### config.mk
export PLATFORM = sky130hd
export DESIGN_NAME = secure_mutex_apb
export DESIGN_NICKNAME = d
export VERILOG_FILES = /design/src/rtl/apb_mutex_pkg.sv /design/src/rtl/apb_reg_decode.sv /design/src/rtl/mutex_lock_core.sv /design/src/rtl/stub_engine.sv /design/src/rtl/secure_mutex_apb.sv
export SDC_FILE = /design/constraint.sdc
export NUM_CORES = 1
export LEC_CHECK = 0
export ABC_AREA = 1
export BUFFER_PORTS_ARGS = -buffer_cell sky130_fd_sc_hd__buf_2
export CORE_AREA = 2 2 59 61
export DETAILED_ROUTE_END_ITERATION = 6
export DIE_AREA = 0 0 61 63
export HOLD_SLACK_MARGIN = 0.03
export PLACE_DENSITY_LB_ADDON = 0.2
export SETUP_SLACK_MARGIN = 0.02
export SYNTH_ARGS = -nofsm -noshare
export SYNTH_HDL_FRONTEND = slang
export SYNTH_HIERARCHICAL = 1
export SYNTH_SLANG_ARGS = --single-unit
### constraint.sdc
create_clock -name pclk -period 2.2 [get_ports pclk]
set_input_delay 0.22 -clock pclk [delete_from_list [all_inputs] [get_ports pclk]]
set_output_delay 0.22 -clock pclk [all_outputs]
set_load 0.03 [all_outputs]
### src/rtl/apb_mutex_pkg.sv
package apb_mutex_pkg;

    localparam int unsigned OFS_LOCK    = 32'h00;
    localparam int unsigned OFS_RELEASE = 32'h04;
    localparam int unsigned OFS_PREEMPT = 32'h08;
    localparam int unsigned OFS_CTRL    = 32'h0C;
    localparam int unsigned OFS_STATUS  = 32'h10;

    localparam int unsigned START_BIT    = 8;
    localparam int unsigned ST_BUSY      = 0;
    localparam int unsigned ST_DONE      = 1;
    localparam int unsigned ST_ERR_BUSY  = 2;
    localparam int unsigned ST_ERR_OWNER = 3;
    localparam int unsigned ST_HELD      = 4;
    localparam int unsigned ST_OWNER_SEC = 5;

    typedef enum logic [2:0] {
        SEL_NONE,
        SEL_LOCK,
        SEL_RELEASE,
        SEL_PREEMPT,
        SEL_CTRL,
        SEL_STATUS
    } reg_sel_e;

    typedef struct packed {
        logic held;
        logic owner_sec;
    } lock_state_t;

endpackage

### src/rtl/apb_reg_decode.sv
module apb_reg_decode
    import apb_mutex_pkg::*;
#(
    parameter int unsigned ADDR_W = 8
) (
    input  logic [ADDR_W-1:0] paddr_i,
    output reg_sel_e          sel_o
);

    always_comb begin
        sel_o = SEL_NONE;
        if (paddr_i == ADDR_W'(OFS_LOCK))    sel_o = SEL_LOCK;
        if (paddr_i == ADDR_W'(OFS_RELEASE)) sel_o = SEL_RELEASE;
        if (paddr_i == ADDR_W'(OFS_PREEMPT)) sel_o = SEL_PREEMPT;
        if (paddr_i == ADDR_W'(OFS_CTRL))    sel_o = SEL_CTRL;
        if (paddr_i == ADDR_W'(OFS_STATUS))  sel_o = SEL_STATUS;
    end

endmodule

### src/rtl/mutex_lock_core.sv
module mutex_lock_core
    import apb_mutex_pkg::*;
(
    input  logic clk,
    input  logic rst_n,
    input  logic acq_i,
    input  logic rel_i,
    input  logic pre_i,
    input  logic sec_i,
    output logic held_o,
    output logic owner_sec_o,
    output logic is_owner_o
);

    lock_state_t lock_d, lock_q;

    always_comb begin
        lock_d = lock_q;
        if (acq_i && !lock_q.held) begin
            lock_d.held      = 1'b1;
            lock_d.owner_sec = sec_i;
        end
        if (rel_i && lock_q.held && (lock_q.owner_sec == sec_i)) begin
            lock_d.held      = 1'b0;
            lock_d.owner_sec = 1'b0;
        end
        if (pre_i && sec_i && !(lock_q.held && lock_q.owner_sec)) begin
            lock_d.held      = 1'b1;
            lock_d.owner_sec = 1'b1;
        end
    end

    always_ff @(posedge clk or negedge rst_n) begin
        if (!rst_n) lock_q <= '0;
        else        lock_q <= lock_d;
    end

    assign held_o      = lock_q.held;
    assign owner_sec_o = lock_q.owner_sec;
    assign is_owner_o  = lock_q.held && (lock_q.owner_sec == sec_i);


    acquire_free_chk: assert property (@(posedge clk) disable iff (!rst_n)
        (acq_i && !held_o) |=> (held_o && (owner_sec_o == $past(sec_i))));


    acquire_held_chk: assert property (@(posedge clk) disable iff (!rst_n)
        (acq_i && held_o) |=> ($stable(held_o) && $stable(owner_sec_o)));


    foreign_release_chk: assert property (@(posedge clk) disable iff (!rst_n)
        (rel_i && held_o && (owner_sec_o != sec_i)) |=> (held_o && $stable(owner_sec_o)));


    preempt_take_chk: assert property (@(posedge clk) disable iff (!rst_n)
        (pre_i && sec_i) |=> (held_o && owner_sec_o));

endmodule

### src/rtl/stub_engine.sv
module stub_engine #(
    parameter int unsigned LATENCY = 16
) (
    input  logic clk,
    input  logic rst_n,
    input  logic start_i,
    output logic busy_o,
    output logic finish_o
);

    localparam int unsigned CNT_W = (LATENCY > 2) ? $clog2(LATENCY) : 1;

    typedef struct packed {
        logic             busy;
        logic [CNT_W-1:0] cnt;
    } eng_t;

    eng_t eng_d, eng_q;

    always_comb begin
        eng_d = eng_q;
        if (start_i && !eng_q.busy) begin
            eng_d.busy = 1'b1;
            eng_d.cnt  = CNT_W'(LATENCY - 1);
        end else if (eng_q.busy) begin
            if (eng_q.cnt == '0) eng_d.busy = 1'b0;
            else                 eng_d.cnt  = eng_q.cnt - 1'b1;
        end
    end

    always_ff @(posedge clk or negedge rst_n) begin
        if (!rst_n) eng_q <= '0;
        else        eng_q <= eng_d;
    end

    assign busy_o   = eng_q.busy;
    assign finish_o = eng_q.busy && (eng_q.cnt == '0);


    start_only_idle_chk: assert property (@(posedge clk) disable iff (!rst_n)
        start_i |-> !busy_o);


    start_sets_busy_chk: assert property (@(posedge clk) disable iff (!rst_n)
        start_i |=> busy_o);


    no_early_end_chk: assert property (@(posedge clk) disable iff (!rst_n)
        (busy_o && !finish_o) |=> busy_o);


    finish_ends_chk: assert property (@(posedge clk) disable iff (!rst_n)
        finish_o |=> !busy_o);

endmodule

### src/rtl/secure_mutex_apb.sv
module secure_mutex_apb
    import apb_mutex_pkg::*;
#(
    parameter int unsigned ADDR_W  = 8,
    parameter int unsigned DATA_W  = 32,
    parameter int unsigned MODE_W  = 4,
    parameter int unsigned LATENCY = 16
) (
    input  logic              pclk,
    input  logic              presetn,
    input  logic              psel,
    input  logic              penable,
    input  logic              pwrite,
    input  logic [ADDR_W-1:0] paddr,
    input  logic [DATA_W-1:0] pwdata,
    input  logic [2:0]        pprot,
    output logic [DATA_W-1:0] prdata,
    output logic              pready,
    output logic              pslverr
);

    localparam int unsigned ST_W = ST_OWNER_SEC + 1;

    typedef struct packed {
        logic [MODE_W-1:0] mode;
        logic              done;
        logic              err_busy;
        logic              err_owner;
    } regs_t;

    regs_t    regs_d, regs_q;
    reg_sel_e sel;
    logic     access, req_sec, blocked, granted;
    logic     held, owner_sec, is_owner;
    logic     acq, rel, pre, eng_start, eng_busy, eng_finish;
    logic [ST_W-1:0] status_w;
    logic     unused_bits;

    assign unused_bits = ^{pprot[2], pprot[0], pwdata};

    apb_reg_decode #(.ADDR_W(ADDR_W)) decode_i (
        .paddr_i (paddr),
        .sel_o   (sel)
    );

    assign access  = psel && penable;
    assign req_sec = !pprot[1];
    assign blocked = access && !req_sec && held && owner_sec;
    assign granted = access && !blocked;

    assign acq = granted && !pwrite && (sel == SEL_LOCK);
    assign rel = granted &&  pwrite && (sel == SEL_RELEASE);
    assign pre = granted &&  pwrite && (sel == SEL_PREEMPT);

    mutex_lock_core lock_i (
        .clk         (pclk),
        .rst_n       (presetn),
        .acq_i       (acq),
        .rel_i       (rel),
        .pre_i       (pre),
        .sec_i       (req_sec),
        .held_o      (held),
        .owner_sec_o (owner_sec),
        .is_owner_o  (is_owner)
    );

    stub_engine #(.LATENCY(LATENCY)) engine_i (
        .clk      (pclk),
        .rst_n    (presetn),
        .start_i  (eng_start),
        .busy_o   (eng_busy),
        .finish_o (eng_finish)
    );

    always_comb begin
        regs_d    = regs_q;
        eng_start = 1'b0;
        if (granted && pwrite && (sel == SEL_CTRL)) begin
            if (is_owner) regs_d.mode = pwdata[MODE_W-1:0];
            if (pwdata[START_BIT]) begin
                if (!is_owner)     regs_d.err_owner = 1'b1;
                else if (eng_busy) regs_d.err_busy  = 1'b1;
                else begin
                    eng_start   = 1'b1;
                    regs_d.done = 1'b0;
                end
            end
        end
        if (granted && pwrite && (sel == SEL_STATUS) && is_owner) begin
            if (pwdata[ST_DONE])      regs_d.done      = 1'b0;
            if (pwdata[ST_ERR_BUSY])  regs_d.err_busy  = 1'b0;
            if (pwdata[ST_ERR_OWNER]) regs_d.err_owner = 1'b0;
        end
        if (eng_finish) regs_d.done = 1'b1;
    end

    always_ff @(posedge pclk or negedge presetn) begin
        if (!presetn) regs_q <= '0;
        else          regs_q <= regs_d;
    end

    assign status_w = {owner_sec, held, regs_q.err_owner, regs_q.err_busy,
                       regs_q.done, eng_busy};

    always_comb begin
        prdata = '0;
        if (granted && !pwrite) begin
            case (sel)
                SEL_LOCK:   prdata = DATA_W'(!held);
                SEL_CTRL:   prdata = DATA_W'(regs_q.mode);
                SEL_STATUS: prdata = DATA_W'(status_w);
                default:    prdata = '0;
            endcase
        end
    end

    assign pready  = 1'b1;
    assign pslverr = blocked;


    refused_in_access_chk: assert property (@(posedge pclk) disable iff (!presetn)
        pslverr |-> (psel && penable && prdata == '0));


    refused_no_effect_chk: assert property (@(posedge pclk) disable iff (!presetn)
        pslverr |=> ($stable(held) && $stable(owner_sec) && $stable(regs_q.mode)
                     && $stable(regs_q.err_busy) && $stable(regs_q.err_owner)));


    secure_hold_kept_chk: assert property (@(posedge pclk) disable iff (!presetn)
        (access && !req_sec && held && owner_sec) |=> (held && owner_sec));

endmodule

==> metrics.txt, run 1 <==
final core occ=44.17%; Area after DPL=1395 um^2; Crit. Startpoint=lock_i/owner_sec_o; FILL cells=356; H-tree depth=1; Synth cell types=27; DR DRC count=0; hold slack final=0.1535 ns; status=finished, final reports clean; commonest non-fill, non-tap cells in the layout=nand2_1, conb_1, buf_2, nor2_1, inv_1; DR WL/cell=8.419 um; CTS tree=done; DIE WIDTH=61 um; RSZ-0062 raised after global routing=false; Max stage delay on crit path=0.47 ns; Synth Warn #=6; core area=3232 um^2; crit path max fanout=4; first-pass GRT wire length=3.884 mm; Worst Skew=0.001144 ns; vias per cell=4.132; Post-DRT Antenna Nets=0; Netlist Area Pre-Place=1318 um^2; period utilization=81.87%; DPL Wire Length=1.891 mm; GR Util met3=2.277%; Post-CTS Resized=0; GRT met2 Usage=20.97%; Setup TNS=0 ns; initial antenna violation count=0; sequential cell area=350.3 um^2; IO Port Bufs=25; final slew viol count=0; gr usage total=12.99%; Starting Density=40.77%; Fmax=555.2 MHz; worst r2r src=lock_i/owner_sec_o; worst skew pair latency=0.27 ns; GPL Wtd Cong=0.7856; area delta synth->final=8.357%; crit path buf inv count=1; asr flop ratio synth=100.0%; Crit-path slowest cell=nor4_1; normalized max-slew margin=67.18%; sequential area share after synthesis=26.59%; power per cell area=371.4 nW/um^2; Post-layout nets=271; Worst Tran Pin Value=0.4878 ns; crit end category=register; CP Class=register to register; commonest non-fill, non-tap cell in the layout=nand2_1; total CTS buffers=3; area taken by multi-input logic gates=732.0 um^2; final setup slack of the worst path=0.3990 ns; Hold Path Origin=pwdata[0]; DR iter-0 viols=44; # diodes=0; layout cells sized above 1=24.66%; cell mode on critical path=nand2_1; Setup Buffers After CTS=0; Lkg Pwr=0.8034 nW; dpl cells=261; Die Area=3843 um^2; Worst VDD drop=0.2846 mV; total number of vias=1095; Hold Path Class=primary input to register; syn_area_per_cell=6.898 um^2; dpl ws=0.3455 ns; clock root cell=clkbuf_4; Finished Layout Cells=265; Final setup viols=0; Post-synth top flop=dfrtp_1; die height=63 um; CTS Sinks=14; Post-synth EDFFs=0; Worst-path clk slew=0.08 ns; io pins=82; num rows=21; drt first pass iters=4; Max Root-Sink Buffers=2; final WL=2.231 mm; Mapped Cells=191; Final min period=1.801 ns; vias in the first global route=987; GRT busiest layer=met2; Req. time, crit path=2.41 ns; final hold vios=0; largest net degree at the start of global routing=15; met1 GRT Util=17.24%; Max-Cap Viols=0; arrival time worst endpoint=2.01 ns; gr ovfl total=0; total power=0.5302 mW; design area=1428 um^2; Seq cells post-synth=14; startpoint class of the critical path=register; Crit path max-delay family=simple AND/OR/NAND/NOR gates; CP cell instances=inv_2 > nand2_1 > nand2_1 > nor2_1 > nand2_1 > nor4_1 > nand2_4 > nand2_2 > nand2_1 > o21ai_2
[sequential cells by signal, indices dropped and copies added, names as in the netlist]
register            cells
engine_i/busy_o         1
lock_i/owner_sec_o      1
regs_q                  7
engine_i/eng_q          4
lock_i/held_o           1
[worst reg2reg max path, cell delays in order (launching register included)]
cell and delay [ns]:
dfrtp_1 0.43, inv_2 0.07, nand2_1 0.09, nand2_1 0.06, nor2_1 0.15, nand2_1 0.11
nor4_1 0.47, nand2_4 0.11, nand2_2 0.12, nand2_1 0.07, o21ai_2 0.05
[what timing repair did]
action,CTS,global route
setup endpoints to repair,0,0
hold buffers,1,0
endpoints found under the hold margin,14,0
[kinds of logic after synthesis]
| kind of cell | synth area share (%) |
|---|---|
| AND/OR/NAND/NOR | 40.74 |
| adder cells (fa/ha/maj) | 1.899 |
| AO/OA/AOI/OAI | 5.223 |
| other | 0.5700 |
| buffers and inverters | 24.98 |
| flip-flops | 26.59 |
[path summary, 6_finish.rpt]
kind | endpoint | slack [ns] | depth (start not counted)
worst max-delay path | engine_i/eng_q[1] | 0.40 | 10
worst min-delay path | regs_q[3] | 0.15 | 2
worst max register to register | engine_i/eng_q[1] | 0.40 | 10
worst min register to register | regs_q[6] | 0.48 | 2
max in group asynchronous | regs_q[0] | 1.60 | 2
min in group asynchronous | engine_i/eng_q[0] | 0.36 | 2
[per-layer routing]
layer  vias up  part of all wire (%)
met3         4                   5.8
li1        602                     -
met5         -                     0
met4         0                  0.85
met1       460                    49
met2        29                    44
[report_power, final]
part,switching [mW],internal (mW)
Clock,0.0807,0.0634
Combinational,0.0986,0.0244
Sequential,0.00387,0.259
Total,0.183,0.347
[layout make-up]
| cell class | count | area share (%) |
|---|---|---|
| Clock buffer | 3 | 1.578 |
| Inverter | 30 | 8.063 |
| Multi-Input combinational cell | 144 | 51.27 |
| Sequential cell | 14 | 24.54 |
| Tap cell | 46 | 4.032 |
| Timing Repair Buffer | 28 | 10.52 |
[Yosys cell counts, types with 2 or more instances]
library cell	count	area [um^2]
o21ai_2	2	17.52
nand4_1	6	37.54
conb_1	2	7.510
dfrtp_1	14	350.3
nand3b_1	2	15.01
inv_1	21	78.83
ha_1	2	25.02
nor4_1	3	18.77
nand3_1	11	55.05
nor2_1	21	78.83
nand2_2	2	12.51
clkinv_2	2	10.01
nand3_4	3	52.55
nand2_4	2	22.52
nand2_1	50	187.7
inv_2	7	26.28
a21oi_1	4	20.02
buf_4	27	202.7
nand3_2	2	20.02
No activity file was read; power rests on OpenSTA's default activity.
==> inputs of run 2 (changes only) <==
ABC_AREA = 0   (was 1)
CORE_AREA = 2 2 61 63   (was 2 2 59 61)
DIE_AREA = 0 0 63 65   (was 0 0 61 63)
clock period = 1.5 ns   (was 2.2 ns; I/O delays follow)
==> run 2 against run 1 <==
Compared with the run above:
- the flow now finishes with violations (setup timing)
- worst hold slack got worse by 0.10 ns
- sequential share of layout area shrank 6.4 points
- synthesized area down 8.5%
- via count is 6.9% higher
- utilization up 11 points
- synthesized cell count is 32% lower
- clock skew grew 0.0021 ns
- die area is 6.6% higher
- cell count shrank 6.8%
- largest cell class unchanged
==> metrics.txt, run 2 <==
core area=3496 um^2 (+8.2%); status=complete, but fails checks; crit end category=primary output; largest net degree at the start of global routing=15 (unchanged); largest cells by area after synthesis=dfrtp_1, buf_4, mux2_2; total power=0.8599 mW (+62%); DR WL/cell=12.57 um (+49%); gr ovfl total=0 (unchanged); worst skew pair latency=0.28 ns (about the same); Synth cell types=49 (+81%); Starting Density=34.47% (-6.3 points); failing checks=setup timing; clock root cell=clkbuf_4; Hold Path Class=primary input to register; Reg with most FFs=regs_q; critical path depth=7 (-3); Netlist Area Pre-Place=1205 um^2 (-8.5%); IO Port Bufs=25 (unchanged); first-pass GRT wire length=5.071 mm (+31%); Hold Path Origin=pwdata[2]; sequential area share after synthesis=29.08% (+2.5 points); count leader, synth=buf_4; DR iter-0 viols=22 (-50%); dpl ws=-0.7365 ns (-1.082 ns); area taken by multi-input logic gates=939.7 um^2 (+28%); layout cells sized above 1=55.78% (+31 points); total CTS buffers=3 (unchanged); crit path buf inv count=2 (+1); Lkg Pwr=0.8425 nW (+4.9%); CTS tree=done; leading registers by flop count=regs_q x7, engine_i/eng_q x4; Final min period=2.090 ns; total number of vias=1171 (+6.9%); sequential cell area=350.3 um^2 (unchanged); DR DRC count=0 (unchanged); Setup TNS=-8.835 ns (-8.835 ns); num rows=22 (+4.8%); final setup slack of the worst path=-0.5902 ns (-0.9891 ns); syn_area_per_cell=9.340 um^2 (+35%); leading post-synthesis cells by instance count=buf_4, dfrtp_1, nor2_1, mux2_2; worst r2r src=lock_i/owner_sec_o; DIE WIDTH=63 um (+3.3%); CTS Sinks=14 (unchanged); arrival time worst endpoint=1.94 ns (-0.07 ns); GPL Wtd Cong=0.8581 (+9.2%); Post-synth top flop=dfrtp_1; Yosys top cell area share=29.08% (+2.5 points); Reg2Reg Setup Slack=-0.38 ns (-0.78 ns); die height=65 um (+3.2%); Req. time, crit path=1.35 ns (-1.06 ns); Worst VDD drop=0.1917 mV (-33%); max reg flops=7 (unchanged); Yosys top cell by area=dfrtp_1; crit path max fanout=3 (-1); commonest non-fill, non-tap cells in the layout=buf_4, conb_1, buf_2, buf_6, dfrtp_1; H-tree depth=1 (unchanged); area delta synth->final=60.33%; io pins=82 (unchanged); final hold vios=0 (unchanged); CP Capture Point=prdata[1]; drt first pass iters=4 (unchanged); Max Root-Sink Buffers=2 (unchanged); asr flop ratio synth=100.0% (unchanged); period utilization=139.3%; Synth Warn #=6 (unchanged); Finished Layout Cells=247 (-6.8%); Max stage delay on crit path=0.57 ns (+0.10 ns); DPL Wire Length=2.299 mm (+22%); Crit. Startpoint=paddr[6]; Die Area=4095 um^2 (+6.6%); Final setup viols=20 (+20); final WL=3.104 mm (+39%); commonest non-fill, non-tap cell in the layout=buf_4; Max-Cap Viols=0 (unchanged); vias in the first global route=1123 (+14%); Crit path max-delay family=simple AND/OR/NAND/NOR gates; final slew viol count=0 (unchanged); initial antenna violation count=0 (unchanged); CP Class=primary input to primary output; CP cell instances=buf_6 > or4_4 > a211oi_4 > nand2b_1 > or4_4 > nor2_4 > buf_6; # diodes=0 (unchanged); dpl cells=231 (-11%); Post-synth EDFFs=0 (unchanged); Worst Skew=0.003229 ns (+0.002084 ns); FILL cells=329 (-7.6%); Crit-path slowest cell=or4_4; Worst-path clk slew=0.09 ns (about the same); Fmax=478.4 MHz; startpoint class of the critical path=primary input; RSZ-0062 raised after global routing=true; final core occ=55.26% (+11 points); Post-DRT Antenna Nets=0 (unchanged); Reg2Reg Depth=8 (-2); Post-layout nets=250 (-7.7%); vias per cell=4.741 (+15%); gr usage total=15.71% (+2.7 points); Mapped Cells=129 (-32%); power per cell area=445.1 nW/um^2 (+20%); r2r endpoint=regs_q[5]; Seq cells post-synth=14 (unchanged)
## run 2: changes by cell type after synthesis, moves of 4 or more
| cell | change |
|---|---|
| nor2_1 | -12 |
| mux2_2 | +5 |
| nand3_1 | -8 |
| inv_1 | -17 |
| nand2_1 | -46 |
| mux2i_1 | +4 |
| inv_2 | -7 |
## run 2: how the worst min path moves through the flow
stage | slack [ns] | cells after the start | to
detailed placement | 0.07 | 1 | engine_i/eng_q[1]
floorplan | -0.15 | 0 | engine_i/busy_o
CTS | 0.05 | 2 | regs_q[1]
finish | 0.05 | 2 | regs_q[1]
global placement | 0.06 | 1 | engine_i/eng_q[0]
global route | 0.06 | 2 | regs_q[1]
## run 2: cell families after synthesis
group / share of synthesized area (%)
simple gates: 28.45
buf+inv: 18.48
compound gates: 11.84
flops: 29.08
mux: 7.996
fa+ha+maj: 2.077
other cells: 0.6233
xor+xnor: 1.454
## run 2: area by class of cell
class	count	area share (%)
clock buffers	4	1.878
inverters	4	0.7772
multi-input cells	108	48.64
flip-flops and latches	14	18.13
well taps	48	3.109
repair buffers	69	27.46
## run 2: stage by stage
step           hold WS, ns  area [um^2]
5_1_grt            0.06369         1932
4_1_cts            0.04671         1862
3_3_place_gp       0.06284         1650
3_5_place_dp       0.06553         1650
6_report           0.04939         1932
2_1_floorplan      -0.1456         1439
## run 2: timing repair
action	in CTS	in global routing
setup endpoints to repair	21	21
buffers inserted	9	3
pin swaps	7	1
hold buffers	1	0
endpoints found under the hold margin	14	0
resized for setup	25	14
## run 2: worst reg2reg max path, stage by stage, from the launching register on
cell and delay [ns]:
dfrtp_1 0.39, buf_4 0.15, nor2_4 0.08, o21a_1 0.16
nand4_2 0.12, buf_4 0.17, nor4_4 0.20, buf_4 0.18
mux2_2 0.33
## run 2: per-layer routing
metal / vias up / global-route usage (%) / part of all wire [%]
met3: 5 / 2.778 / 4.5
met1: 566 / 18.23 / 41
met5: - / 0 / 0
li1: 563 / - / -
met2: 37 / 29.12 / 54
met4: 0 / 5.000 / 0.90
## run 2: report_power, final
part / leakage [nW] / switching (mW) / internal, mW / total (mW)
clock network: 0.0210 / 0.130 / 0.148 / 0.277
logic: 0.647 / 0.150 / 0.0548 / 0.205
registers: 0.175 / 0.000114 / 0.377 / 0.377
==> inputs of run 3 (changes only) <==
CAP_MARGIN = 0   (was not set)
CORE_AREA = 8 8 67 69   (was 2 2 61 63)
DIE_AREA = 0 0 75 77   (was 0 0 63 65)
PLACE_DENSITY = 0.75   (was not set)
PLACE_DENSITY_LB_ADDON = not set   (was 0.2)
==> run 3 against run 2 <==
Compared with the run above:
- the flow still finishes with violations (setup timing)
- sequential power hardly changed
- first-iteration DRC count rose by 86%
- sequential share of layout area down 0.15 points
- clock power up 3%
- final area up 0.84%
- register-to-register slack got worse by 0.06 ns
- count of clock-buffer cells in the layout is the same
==> metrics.txt, run 3 (synthesis gave the netlist of run 2 again) <==
total power=0.8680 mW (+0.95%); vias per cell=4.739 (about the same); gr ovfl total=0 (unchanged); RSZ-0062 raised after global routing=true; Post-layout nets=244 (-2.4%); gr usage total=11.78% (-3.9 points); startpoint class of the critical path=primary input; Worst-path clk slew=0.09 ns (about the same); CTS tree=done; GPL Wtd Cong=0.7974 (-7.1%); failing checks=setup timing; leading registers by flop count=regs_q x7, engine_i/eng_q x4; H-tree depth=1 (unchanged); Lkg Pwr=0.8345 nW (-0.96%); Worst Skew=0.0003811 ns (-0.002847 ns); power per cell area=445.6 nW/um^2 (+0.11%); arrival time worst endpoint=1.93 ns (about the same); commonest non-fill, non-tap cells in the layout=buf_4, conb_1, buf_2, dfrtp_1, buf_6; area delta synth->final=61.68%; period utilization=138.6% (-0.72 points); IO Port Bufs=25 (unchanged); DPL Wire Length=2.517 mm (+9.5%); final hold vios=0 (unchanged); final core occ=55.73% (+0.47 points); DR DRC count=0 (unchanged); final slew viol count=0 (unchanged); Starting Density=34.47% (unchanged); drt first pass iters=4 (unchanged); DR WL/cell=14.43 um (+15%); # diodes=0 (unchanged); DIE WIDTH=75 um (+19%); Setup TNS=-8.551 ns (+0.2837 ns); DR iter-0 viols=41 (+86%); Die Area=5775 um^2 (+41%); final WL=3.478 mm (+12%); Worst VDD drop=0.5964 mV (+210%); Max Root-Sink Buffers=2 (unchanged); die height=77 um (+18%); total number of vias=1142 (-2.5%); vias in the first global route=1205 (+7.3%); crit end category=primary output; total CTS buffers=3 (unchanged); layout cells sized above 1=56.99% (+1.2 points); Max-Cap Viols=0 (unchanged); Fmax=480.9 MHz (+0.52%); crit path max fanout=5 (+2); largest net degree at the start of global routing=15 (unchanged); Hold Path Class=primary input to register; CTS Sinks=14 (unchanged); Final setup viols=20 (unchanged); io pins=82 (unchanged); initial antenna violation count=0 (unchanged); Req. time, crit path=1.35 ns (about the same); CP Class=primary input to primary output; clock root cell=clkbuf_4; final setup slack of the worst path=-0.5794 ns (+0.01083 ns); Post-DRT Antenna Nets=0 (unchanged); status=complete, but fails checks; num rows=22 (unchanged); hold slack final=0.04971 ns (+0.0003169 ns); max reg flops=7 (unchanged); core area=3496 um^2 (unchanged); worst skew pair latency=0.29 ns (about the same); commonest non-fill, non-tap cell in the layout=buf_4; first-pass GRT wire length=5.451 mm (+7.5%); Reg with most FFs=regs_q; Final min period=2.079 ns (-0.01083 ns)
## run 3: cell types whose count changed in the layout (fill, tap and decap cells not counted), moves of 2 or more
cell	change
buf_4	-5
mux2_2	-4
mux2_4	+4
mux2i_1	-3
mux2i_4	+3
nor3_2	+2
## run 3: repair_timing
item | 4_1_cts | 5_1_grt
hold buffers | 1 | 0
hold endpoints to repair | 14 | 0
resized for setup | 31 | 20
endpoints found under the setup margin | 21 | 21
pin swaps | 7 | 2
buffers inserted | 5 | 5
## run 3: per-stage QoR
step / cell area (um^2) / setup slack [ns] / instances
4_1_cts: 1812 / -0.5611 / 236
2_1_floorplan: 1439 / -0.5550 / 154
3_3_place_gp: 1613 / -0.6534 / 226
5_1_grt: 1948 / -0.6709 / 241
6_report: 1948 / -0.5794 / 241
3_5_place_dp: 1613 / -0.6960 / 226
## run 3: critical path, cell delays in order
cell and delay (ns):
buf_6 0.09, or4_4 0.57, a2111oi_4 0.21, buf_4 0.21
nand3b_1 0.22, nor4b_4 0.28, buf_4 0.20
## run 3: layout make-up
cell class | count | area [um^2]
repair buffers | 63 | 481.7
fillers | 314 | 1548
flip-flops and latches | 14 | 350.3
well taps | 48 | 60.06
clock buffers | 4 | 36.28
inverters | 4 | 17.52
multi-input cells | 108 | 1002
## run 3: routing by layer
layer  vias to the layer above  track usage (%)  share of wire [%]
met1                       544            13.10                 40
li1                        550                -                  -
met5                         -                0                  0
met4                         0            3.922                1.6
met2                        40            20.42                 52
met3                         8            3.251                5.8
## run 3: report_power, final
part	switching, mW	total, mW	internal (mW)
registers	0.000154	0.377	0.377
logic	0.151	0.205	0.0534
clock network	0.138	0.286	0.148
## run 3: final timing paths
path | end | slack, ns | startpoint | cells past startpoint
worst max register to register | engine_i/eng_q[1] | -0.44 | lock_i/owner_sec_o | 10
worst min-delay path | regs_q[1] | 0.05 | pwdata[2] | 2
min in group asynchronous | engine_i/busy_o | 0.28 | presetn | 2
worst min register to register | engine_i/eng_q[2] | 0.57 | engine_i/eng_q[2] | 1
worst max-delay path | prdata[4] | -0.58 | paddr[1] | 7
max in group asynchronous | engine_i/eng_q[3] | 0.98 | presetn | 2
